### src/rtl/lsh_pkg.sv
package lsh_pkg;
  typedef enum logic [1:0] {
    SZ_HALF = 2'd0,
    SZ_WORD = 2'd1,
    SZ_ACC  = 2'd2,
    SZ_ACC2 = 2'd3
  } size_e;

  typedef struct packed {
    logic neg;
    logic zero;
    logic ovf;
    logic touch;
  } flags_t;
endpackage

### src/rtl/lsh_lane.sv
module lsh_lane #(
  parameter int W         = 16,
  parameter int CNT_W     = 6,
  parameter bit CAN_SAT   = 1'b1,
  parameter bit ZERO_RULE = 1'b0
) (
  input  logic [W-1:0]     val_i,
  input  logic [CNT_W-1:0] cnt_i,
  input  logic             sat_en_i,
  output logic [W-1:0]     res_o,
  output logic             vcond_o,
  output logic             sat_hit_o
);
  localparam int CW = $clog2(W + 1);

  function automatic logic [CW-1:0] clamp_cnt(input logic [CNT_W-1:0] c);
    return (int'(c) > W) ? CW'(W) : CW'(c);
  endfunction

  function automatic logic spill_ovf(input logic [W-1:0] spill,
                                     input logic [W-1:0] lowmask,
                                     input logic top);
    return !((spill == '0) || ((spill == lowmask) && top));
  endfunction

  function automatic logic [W-1:0] sat_value(input logic negative);
    return negative ? {1'b1, {(W-1){1'b0}}} : {1'b0, {(W-1){1'b1}}};
  endfunction

  logic [CW-1:0]  cc;
  logic [2*W-1:0] wide;
  logic [W-1:0]   spill;
  logic [W-1:0]   shifted;
  logic [W-1:0]   lowmask;
  logic           raw_ovf;

  always_comb begin
    cc      = clamp_cnt(cnt_i);
    wide    = {{W{1'b0}}, val_i} << cc;
    spill   = wide[2*W-1:W];
    shifted = wide[W-1:0];
    lowmask = ~({W{1'b1}} << cc);
    raw_ovf = spill_ovf(spill, lowmask, shifted[W-1]);
  end

  generate
    if (CAN_SAT) begin : g_sat
      logic trig;
      always_comb begin
        trig = sat_en_i && (raw_ovf || (val_i[W-1] != shifted[W-1]) ||
               (ZERO_RULE && !val_i[W-1] && (val_i != '0) && (shifted == '0)));
        res_o     = trig ? sat_value(val_i[W-1]) : shifted;
        vcond_o   = raw_ovf | trig;
        sat_hit_o = trig;
      end
    end else begin : g_nosat
      always_comb begin
        res_o     = shifted;
        vcond_o   = raw_ovf;
        sat_hit_o = 1'b0 & sat_en_i;
      end
    end
  endgenerate
endmodule

### src/rtl/lsh_merge.sv
module lsh_merge
  import lsh_pkg::*;
#(
  parameter int HALF_W = 16,
  parameter int WORD_W = 32,
  parameter int ACC_W  = 40
) (
  input  logic              dual_i,
  input  logic [1:0]        size_i,
  input  logic [HALF_W-1:0] h0_res_i,
  input  logic              h0_v_i,
  input  logic              h0_sat_i,
  input  logic [HALF_W-1:0] h1_res_i,
  input  logic              h1_v_i,
  input  logic              h1_sat_i,
  input  logic [WORD_W-1:0] w_res_i,
  input  logic              w_v_i,
  input  logic              w_sat_i,
  input  logic [ACC_W-1:0]  a_res_i,
  input  logic              a_v_i,
  input  logic              a_sat_i,
  output logic [ACC_W-1:0]  res_o,
  output flags_t            flags_o,
  output logic              sel_sat_o
);
  localparam int PAD = ACC_W - 2*HALF_W;

  function automatic logic is_zero_half(input logic [HALF_W-1:0] v);
    return v == '0;
  endfunction

  always_comb begin
    res_o     = '0;
    flags_o   = '0;
    sel_sat_o = 1'b0;
    if (dual_i) begin
      res_o         = {{PAD{1'b0}}, h1_res_i, h0_res_i};
      flags_o.neg   = h1_res_i[HALF_W-1] | h0_res_i[HALF_W-1];
      flags_o.zero  = is_zero_half(h1_res_i) | is_zero_half(h0_res_i);
      flags_o.ovf   = h1_v_i | h0_v_i;
      flags_o.touch = 1'b1;
      sel_sat_o     = h1_sat_i | h0_sat_i;
    end else begin
      case (size_e'(size_i))
        SZ_HALF: begin
          res_o         = ACC_W'(h0_res_i);
          flags_o.neg   = h0_res_i[HALF_W-1];
          flags_o.zero  = is_zero_half(h0_res_i);
          flags_o.ovf   = h0_v_i;
          flags_o.touch = 1'b1;
          sel_sat_o     = h0_sat_i;
        end
        SZ_WORD: begin
          res_o         = ACC_W'(w_res_i);
          flags_o.neg   = w_res_i[WORD_W-1];
          flags_o.zero  = (w_res_i == '0);
          flags_o.ovf   = w_v_i;
          flags_o.touch = 1'b1;
          sel_sat_o     = w_sat_i;
        end
        default: begin
          res_o         = a_res_i;
          flags_o.neg   = a_res_i[ACC_W-1];
          flags_o.zero  = (a_res_i == '0);
          flags_o.ovf   = a_v_i;
          flags_o.touch = 1'b0;
          sel_sat_o     = a_sat_i;
        end
      endcase
    end
  end
endmodule

### src/rtl/lsh_regs.sv
module lsh_regs
  import lsh_pkg::*;
#(
  parameter int ACC_W = 40
) (
  input  logic             clk_i,
  input  logic             rst_i,
  input  logic             valid_i,
  input  logic             ovf_en_i,
  input  logic             sticky_clr_i,
  input  logic [ACC_W-1:0] res_i,
  input  flags_t           flags_i,
  output logic             valid_o,
  output logic [ACC_W-1:0] result_o,
  output logic             neg_o,
  output logic             zero_o,
  output logic             ovf_o,
  output logic             sticky_o
);
  logic ovf_upd;
  logic ovf_next;

  always_comb begin
    ovf_upd  = valid_i & flags_i.touch;
    ovf_next = ovf_en_i & flags_i.ovf;
  end

  always_ff @(posedge clk_i) begin
    if (rst_i) begin
      valid_o  <= 1'b0;
      result_o <= '0;
      neg_o    <= 1'b0;
      zero_o   <= 1'b0;
      ovf_o    <= 1'b0;
      sticky_o <= 1'b0;
    end else begin
      valid_o <= valid_i;
      if (valid_i) begin
        result_o <= res_i;
        neg_o    <= flags_i.neg;
        zero_o   <= flags_i.zero;
      end
      if (ovf_upd) ovf_o <= ovf_next;
      if (sticky_clr_i)            sticky_o <= 1'b0;
      else if (ovf_upd && ovf_next) sticky_o <= 1'b1;
    end
  end
endmodule

### src/rtl/sat_lshift_unit.sv
module sat_lshift_unit
  import lsh_pkg::*;
#(
  parameter int HALF_W = 16,
  parameter int WORD_W = 32,
  parameter int ACC_W  = 40,
  parameter int CNT_W  = 6
) (
  input  logic             clk_i,
  input  logic             rst_i,
  input  logic             valid_i,
  input  logic [ACC_W-1:0] opnd_i,
  input  logic [CNT_W-1:0] count_i,
  input  logic [1:0]       size_i,
  input  logic             dual_i,
  input  logic             sat_en_i,
  input  logic             ovf_en_i,
  input  logic             sticky_clr_i,
  output logic             valid_o,
  output logic [ACC_W-1:0] result_o,
  output logic             neg_o,
  output logic             zero_o,
  output logic             ovf_o,
  output logic             sticky_o
);
  localparam int NHALF = 2;

  logic [HALF_W-1:0] h_res [NHALF];
  logic              h_v   [NHALF];
  logic              h_sat [NHALF];
  logic [WORD_W-1:0] w_res;
  logic              w_v, w_sat;
  logic [ACC_W-1:0]  a_res;
  logic              a_v, a_sat;
  logic [ACC_W-1:0]  res_n;
  flags_t            flags_n;

  // Named internal events for the checker
  logic sel_sat_w;
  logic ovf_touch_w;
  logic ovf_event_w;
  logic sat_half_w;

  generate
    for (genvar g = 0; g < NHALF; g++) begin : g_half
      lsh_lane #(.W(HALF_W), .CNT_W(CNT_W), .CAN_SAT(1'b1), .ZERO_RULE(1'b0)) u_half (
        .val_i    (opnd_i[g*HALF_W +: HALF_W]),
        .cnt_i    (count_i),
        .sat_en_i (sat_en_i),
        .res_o    (h_res[g]),
        .vcond_o  (h_v[g]),
        .sat_hit_o(h_sat[g])
      );
    end
  endgenerate

  lsh_lane #(.W(WORD_W), .CNT_W(CNT_W), .CAN_SAT(1'b1), .ZERO_RULE(1'b1)) u_word (
    .val_i    (opnd_i[WORD_W-1:0]),
    .cnt_i    (count_i),
    .sat_en_i (sat_en_i),
    .res_o    (w_res),
    .vcond_o  (w_v),
    .sat_hit_o(w_sat)
  );

  lsh_lane #(.W(ACC_W), .CNT_W(CNT_W), .CAN_SAT(1'b0), .ZERO_RULE(1'b0)) u_acc (
    .val_i    (opnd_i),
    .cnt_i    (count_i),
    .sat_en_i (sat_en_i),
    .res_o    (a_res),
    .vcond_o  (a_v),
    .sat_hit_o(a_sat)
  );

  lsh_merge #(.HALF_W(HALF_W), .WORD_W(WORD_W), .ACC_W(ACC_W)) u_merge (
    .dual_i   (dual_i),
    .size_i   (size_i),
    .h0_res_i (h_res[0]),
    .h0_v_i   (h_v[0]),
    .h0_sat_i (h_sat[0]),
    .h1_res_i (h_res[1]),
    .h1_v_i   (h_v[1]),
    .h1_sat_i (h_sat[1]),
    .w_res_i  (w_res),
    .w_v_i    (w_v),
    .w_sat_i  (w_sat),
    .a_res_i  (a_res),
    .a_v_i    (a_v),
    .a_sat_i  (a_sat),
    .res_o    (res_n),
    .flags_o  (flags_n),
    .sel_sat_o(sel_sat_w)
  );

  assign ovf_touch_w = flags_n.touch;
  assign ovf_event_w = valid_i & flags_n.touch & ovf_en_i & flags_n.ovf;
  assign sat_half_w  = h_sat[0] & (dual_i | (size_i == SZ_HALF));

  lsh_regs #(.ACC_W(ACC_W)) u_regs (
    .clk_i       (clk_i),
    .rst_i       (rst_i),
    .valid_i     (valid_i),
    .ovf_en_i    (ovf_en_i),
    .sticky_clr_i(sticky_clr_i),
    .res_i       (res_n),
    .flags_i     (flags_n),
    .valid_o     (valid_o),
    .result_o    (result_o),
    .neg_o       (neg_o),
    .zero_o      (zero_o),
    .ovf_o       (ovf_o),
    .sticky_o    (sticky_o)
  );
endmodule

### config.mk
export PLATFORM = sky130hd
export DESIGN_NAME = sat_lshift_unit
export DESIGN_NICKNAME = d
export VERILOG_FILES = /design/src/rtl/lsh_pkg.sv /design/src/rtl/lsh_lane.sv /design/src/rtl/lsh_merge.sv /design/src/rtl/lsh_regs.sv /design/src/rtl/sat_lshift_unit.sv
export SDC_FILE = /design/constraint.sdc
export NUM_CORES = 1
export LEC_CHECK = 0
export ABC_AREA = 1
export BUFFER_PORTS_ARGS = -buffer_cell sky130_fd_sc_hd__buf_2
export CORE_ASPECT_RATIO = 1.2
export CORE_MARGIN = 2
export CORE_UTILIZATION = 40
export DETAILED_ROUTE_END_ITERATION = 12
export PLACE_DENSITY_LB_ADDON = 0.25
export SLEW_MARGIN = 0
export SYNTH_ARGS = -nofsm -noshare
export SYNTH_HDL_FRONTEND = slang
export SYNTH_HIERARCHICAL = 1
export SYNTH_SLANG_ARGS = --single-unit
### constraint.sdc
create_clock -name clk_i -period 5 [get_ports clk_i]
set_input_delay 1.25 -clock clk_i [delete_from_list [all_inputs] [get_ports clk_i]]
set_output_delay 1.25 -clock clk_i [all_outputs]
set_load 0.01 [all_outputs]
Yosys cells after proc, flatten, opt, wreduce, memory -nomap -nowiden
Cells that the tools add are included.
W data, S select, Z words.

word-level totals
  register bits = 45
  input bits = 55
  output and inout bits = 45
  word-level logic and storage cells = 83

operators by class
  multiplexer cells = 13
  shift-type cells = 7
  eq/ne operators = 8
  bitwise gates (word level) = 11
  reductions and logical operators = 35
  magnitude comparators = 3

operators with widths
  kind                     count
  $logic_not A32 Y1        3
  $logic_not A40 Y1        2
  $pmux W40 S2             1
  $shl A40 B6 Y80          1
  $logic_not A16 Y1        4
  $mux W16                 4
  $mux W32                 2
  $shl A16 B5 Y32          2
  $shl A32 B6 Y64          1
  $eq A40 B40 Y1           1
  $mux W40                 1
  $not A40 Y40             1
  $shl A40 B6 Y40 const A  1
  $eq A16 B16 Y1           2
  $eq A32 B32 Y1           1
  $not A32 Y32             1
  $reduce_bool A32 Y1      1
  $shl A32 B6 Y32 const A  1
  $not A16 Y16             1
  $shl A16 B5 Y16 const A  1
  $gt A6 B6 Y1 const B     2
  $mux W6                  2
  $logic_and A1 B1 Y1      10
  $logic_or A1 B1 Y1       8
  other kinds (11)         23

Longest topological paths before layout
Gate-level depths: netlist of the first run.

  depth after elaboration = 17
  mapped depth = 35
  gate-level depth less buffers = 33

Cells and area by module
The synthesis of the first run kept the hierarchy.

modules (own cells, without submodules)
  module                            cells each  area each (µm²)  times used  sequential area each (µm²)
  lsh_lane at u_acc                 965         4534.3           1           0.0
  lsh_lane at u_word                875         3951.3           1           0.0
  lsh_lane at g_half[0].u_half ...  356         1801.7           2           0.0
  lsh_regs                          197         1609.0           1           900.9
  lsh_merge                         265         1322.5           1           0.0

Worst setup path before layout of the first run
No wires, ideal clock.

  path kind = input to register
  start point = input port count_i[2]
  end point = register u_regs.zero_o
  library setup time = 64 ps
  data required time = 4936 ps
  arrival = 3951 ps
  path slack = 985 ps
  stages on the path = 26
  buffers on the path = 3
  cell sequence = inv_1 nor2_1 buf_2 buf_1 nand3_1 nand3_1 nand3_1 nand3b_1 nand2_1 nor2_1 nand3b_1 nor2_1 nand2_1 nand2_1 nand2_2 nand3_2 buf_4 nand2_1 or2_2 nor2_1 nand4_1 nand3_1 nand2_1 inv_1 nor2_1 nor2_1

RTL lines
  item                  RTL line               source
  from (decl)           sat_lshift_unit.sv:13  input logic [CNT_W-1:0] count_i,
  to (signal assigned)  lsh_regs.sv:41         zero_o <= flags_i.zero;
  to (decl)             lsh_regs.sv:16         output logic zero_o,

==> summary.txt, run 1 <==
Worst setup path
  • Slowest stage delay, CP: around 0.36 ns
  • CP Class: in -> reg
  • CP Launch Type: primary input
  • Worst EP required: approximately 5.2 ns
  • Bufs and invs on worst path: 4
  • CP delay by family, top: simple AND/OR/NAND/NOR gates
  • Worst Path Arrival: roughly 5 ns
  • Top cell by count, worst path: nand2_1
  • Critical-path top delay cell: buf_4
  • CP endpoint kind: register
  • CP max FO: 46

Route
  • Met2 wire length: ~34 mm
  • Iter 0 DRT Violations: 2805
  • DR vias/cell: 6.02
  • Vias: between 20000 and 25000
  • Initial DRT Pass Iterations: 9
  • Drt total wl: about 78 mm
  • Metal3 WL: between 6 and 7 mm
  • DRT antenna net count: 0
  • Highest Signal Layer: met5
  • Remaining DRCs: 0
  • WL/cell: between 20 and 25 um
  • Met1 WL: 32.0 mm

Floorplanning
  • Core area: between 0.03 and 0.04 mm2
  • DIE HEIGHT: around 220 um
  • I/O pin total: 100
  • # rows: 77
  • Initial Util: 0.406
  • Die X-Extent: between 150 and 200 um
  • Total Die Area: 0.0390 mm2

Clock network
  • Clock transition at the registers of the reported paths: approximately 0.070 ns
  • Root buffer cell: clkbuf_16
  • CTS Buffer Depth: 2
  • Worst-Skew Late Latency: roughly 0.29 ns
  • Cts hold-fix bufs: 0
  • Clock sink total: between 40 and 50
  • CTS tree: yes
  • H-tree depth: 2
  • Total CTS buffers: 5

Timing
  • RSZ-0062 raised after global routing: true
  • Worst Setup Slack, final: between 0.2 and 0.25 ns
  • Max-Slew Margin vs Limit: 0.491
  • Maximum clock rate: between 0.2 and 0.25 GHz
  • Layout Skew: 0 ns
  • # setup viols final: 0
  • Min cycle time layout: around 4.8 ns
  • Worst-Margin Slew: roughly 0.76 ns
  • Final Hold Viols: 0
  • Final period utilization: 0.953
  • Max-slew violations: 0

Placement
  • # placed instances: roughly 3600
  • HPWL Detailed: approximately 63 mm
  • Final GP Congestion: about 1.1
  • Port bufs: 99
  • Dpl ws: -0.130 ns

Global routing
  • Number of global-route vias before repair: around 20000
  • Initial antenna violation count: 2
  • First-pass GRT wire length: around 120 mm
  • All-Layer GR Usage: 0.387
  • Largest net degree at the start of global routing: 53
  • GRT overflow: 0

Yosys
  • Syn Inst Count: roughly 3000
  • Synthesized area: between 0.01 and 0.015 mm2
  • Synthesis warning total: 6
  • Average cell area after synthesis: 4.98 um2
  • Syn nets: approximately 3100

Cells and area
  • Layout Cells excl Fill: between 3000 and 4000
  • Synth-to-layout area growth: 12.3%
  • # nets final: 3156
  • Share of layout cells above drive strength 1: 0.158

Flow run
  • Max cap viols: 0

Power
  • Pwr Density: 167 mW/mm2
  • Peak supply drop: about 0.15 mV
  • Lkg Pwr: around 8.8 nW

Worst hold path
  • HP Class: reg -> reg

Run status
  • Outcome: complete, no violations
sequential cells by signal, summed over array words and instances, names as in the netlist:
signal           cells
u_regs/valid_o       1
u_regs/zero_o        1
u_regs/ovf_o         1
u_regs/sticky_o      1
u_regs/result_o     40
u_regs/neg_o         1
tightest hold or removal path, stage by stage (launching register included):
cell and delay, ns:
dfxtp_1 0.31, inv_1 0.04, a21oi_1 0.05
per-stage QoR:
step / cell area [um2] / util / total power (W) / setup TNS (ns) / hold slack [ns]
finish: 16800 / 0.456 / 0.00282 / 0 / 0.447
global route: 16800 / 0.456 / 0.00300 / -0.0523 / 0.478
CTS: 16700 / 0.452 / 0.00273 / 0 / 0.456
detailed placement: 16500 / 0.448 / 0.00239 / -0.260 / 0.446
global placement: 16500 / 0.448 / 0.00240 / -0.381 / 0.437
floorplan: 15000 / - / 0.00168 / 0 / 0.469
area by class of cell:
class	instances	area [um2]
flip-flops and latches	45	901
multi-input cells	2551	12200
clock buffers	5	125
clock inverters	3	25.0
well taps	474	593
repair buffers	278	2170
fillers	4263	20100
inverters	220	833
diodes	1	2.50
power by group:
group	internal [W]	total [W]	switching [W]	leakage, nW
logic	0.000649	0.00208	0.00143	8.38
clock network	0.000188	0.000341	0.000153	0.0704
registers	0.000382	0.000395	0.0000122	0.372
total	0.00122	0.00282	0.00160	8.82
placed cells by master, fill, tap and decap left out, drive strengths merged, types with 5 or more instances in the layout:
cell and n:
o211ai 26, dfxtp 45, buf 278, nand3 773
nand3b 9, nand4 39, clkbuf 5, o21ai 177
a21oi 46, inv 217, and2 10, o22ai 16
nor3 7, o221ai 6, a31oi 6, clkinv 5
nor2 313, nand2 1101, o31ai 5
what timing repair did:
item,in CTS,in global routing
setup endpoints to repair,0,25
setup buffers,0,1
resized for setup,0,29
path summary, 6_finish.rpt:
| check | to | startpoint | cells past startpoint | slack (ns) |
|---|---|---|---|---|
| hold reg to reg | u_regs/sticky_o | u_regs/sticky_o | 2 | 0.45 |
| hold / removal | u_regs/sticky_o | u_regs/sticky_o | 2 | 0.45 |
| setup / recovery | u_regs/sticky_o | count_i[3] | 28 | 0.24 |
| setup reg to reg | u_regs/result_o[15] | u_regs/result_o[15] | 2 | 4.34 |
routing by layer:
layer,vias up,track usage
met1,9919,0.506
li1,10111,-
met3,257,0.0493
met5,-,0
met4,2,0.219
met2,1256,0.613
No activity file was read; power rests on OpenSTA's default activity.
==> run 2, diff against run 1 <==
SETUP_SLACK_MARGIN = 0.3   (was unset)
==> summary.txt, run 2 (synthesis results as in run 1) <==
Global routing
  • GRT overflow: 0
  • Initial antenna violation count: 2
  • All-Layer GR Usage: 0.387
  • Largest net degree at the start of global routing: 53
  • Number of global-route vias before repair: 19928
  • First-pass GRT wire length: between 100 and 150 mm

Worst setup path
  • CP Launch Type: primary input
  • CP Class: in -> reg
  • CP endpoint kind: register
  • Critical-path top delay cell: buf_4
  • Slowest stage delay, CP: ~0.27 ns
  • Worst Path Arrival: around 5 ns
  • Setup crit start: count_i[3]
  • Reg-to-Reg Start: u_regs/zero_o
  • CP max FO: 12
  • Worst EP required: 5.22 ns

Route
  • Vias: 21505
  • Drt total wl: a little under 80 mm
  • WL/cell: 21.9 um
  • Iter 0 DRT Violations: between 2000 and 3000
  • DR vias/cell: around 6
  • DRT antenna net count: 0
  • Initial DRT Pass Iterations: 6
  • Remaining DRCs: 0

Clock network
  • Clock sink total: 45
  • H-tree depth: 2
  • CTS Buffer Depth: 2
  • Clock transition at the registers of the reported paths: about 0.070 ns
  • Worst-Skew Late Latency: a little under 0.3 ns
  • Root buffer cell: clkbuf_16
  • CTS tree: yes
  • Total CTS buffers: 5

Placement
  • Final GP Congestion: roughly 1.1
  • Port bufs: between 90 and 100
  • HPWL Detailed: 62.8 mm
  • Placed cell areas: 0.0165 mm2

Timing
  • Max-slew violations: 0
  • RSZ-0062 raised after global routing: true
  • Worst-Margin Slew: between 0.7 and 0.8 ns
  • Min cycle time layout: 4.69 ns
  • Hold slack: approximately 0.45 ns
  • # setup viols final: 0
  • Maximum clock rate: between 0.2 and 0.25 GHz
  • Final Hold Viols: 0
  • Max-Slew Margin vs Limit: 0.490
  • Final period utilization: 0.937
  • Layout Skew: 0 ns

Cells and area
  • # nets final: 3160
  • Share of layout cells above drive strength 1: 0.172
  • Post-route cell area: roughly 0.017 mm2
  • Seq. cell area: roughly 900 um2
  • Most frequent cells in the layout: 1027 x nand2_1, 716 x nand3_1, 290 x nor2_1
  • Most flops, register: u_regs/result_o
  • # fillers: approximately 4200
  • Max reg flops: 40
  • Area occupied by multi-input gates: between 0.01 and 0.015 mm2
  • Synth-to-layout area growth: 14.2%
  • Commonest non-fill, non-tap cell in the layout: nand2_1

Power
  • Pwr Density: about 170 mW/mm2
  • Peak supply drop: approximately 0.15 mV
  • Lkg Pwr: roughly 8.9 nW

Flow run
  • Max cap viols: 0

Floorplanning
  • Initial Util: 0.406
  • # rows: 77
  • Core area: 0.0369 mm2
  • Die X-Extent: between 150 and 200 um
  • DIE HEIGHT: 216 um
  • I/O pin total: 100
  • Total Die Area: between 0.03 and 0.04 mm2

Worst hold path
  • Hold wc startpoint: u_regs/sticky_o
  • HP Class: reg -> reg

Run status
  • Outcome: complete, no violations
[run 2: changes by cell type in the layout (fill, tap and decap cells not counted), moves of 7 or more]
cell,previous run,this run
nand3_1,739,716
nand2_1,1036,1027
nand2_2,53,60
nand3_2,28,50
[run 2: worst max-delay path, delay by kind of cell]
kind | cells | cell delay, ns
buf+inv | 5 | 0.83
simple gates | 25 | 2.80
[run 2: per-layer routing]
layer / vias to the layer above / share of wire / GRT usage
met2: 1236 / 0.44 / 0.612
met3: 284 / 0.086 / 0.0478
met4: 2 / 0.070 / 0.220
met5: - / 0.00017 / 0
li1: 10131 / - / -
met1: 9852 / 0.41 / 0.505
[run 2: stage by stage]
step | utilization | std cells | total power [W] | setup WS (ns) | TNS (ns)
finish | 0.464 | 3581 | 0.00284 | 0.315 | 0
global route | 0.464 | 3581 | 0.00303 | 0.0431 | 0
CTS | 0.452 | 3575 | 0.00273 | 0.309 | 0
detailed placement | 0.448 | 3567 | 0.00239 | -0.130 | -0.260
global placement | 0.448 | 3567 | 0.00240 | -0.195 | -0.381
floorplan | - | 3004 | 0.00168 | 0.985 | 0
[run 2: power breakdown]
group / switching [W] / internal [W]
Combinational: 0.00144 / 0.000663
Sequential: 0.0000121 / 0.000382
Clock: 0.000154 / 0.000188
Total: 0.00161 / 0.00123
[run 2: cell type report]
cell class                 count  area share
antenna                        1    0.000146
clock inverter                 3     0.00146
timing repair buffer         282       0.132
clock buffer                   5     0.00732
multi-input combinational   2551       0.722
sequential                    45      0.0527
tap                          474      0.0347
inverter                     220      0.0492
[run 2: repair_timing]
action | in CTS | in global routing
setup buffers | 0 | 2
endpoints found under the setup margin | 7 | 34
pin swaps | 0 | 10
endpoints found under the hold margin | 0 | 0
gates resized for setup | 3 | 77
hold buffers | 0 | 0
cloned | 0 | 3
[run 2: worst paths after layout]
check	endpoint	slack (ns)	cells after the start
worst max-delay path	u_regs/zero_o	0.31	30
worst min-delay path	u_regs/sticky_o	0.45	2
worst max register to register	u_regs/zero_o	4.34	2
worst min register to register	u_regs/sticky_o	0.45	2
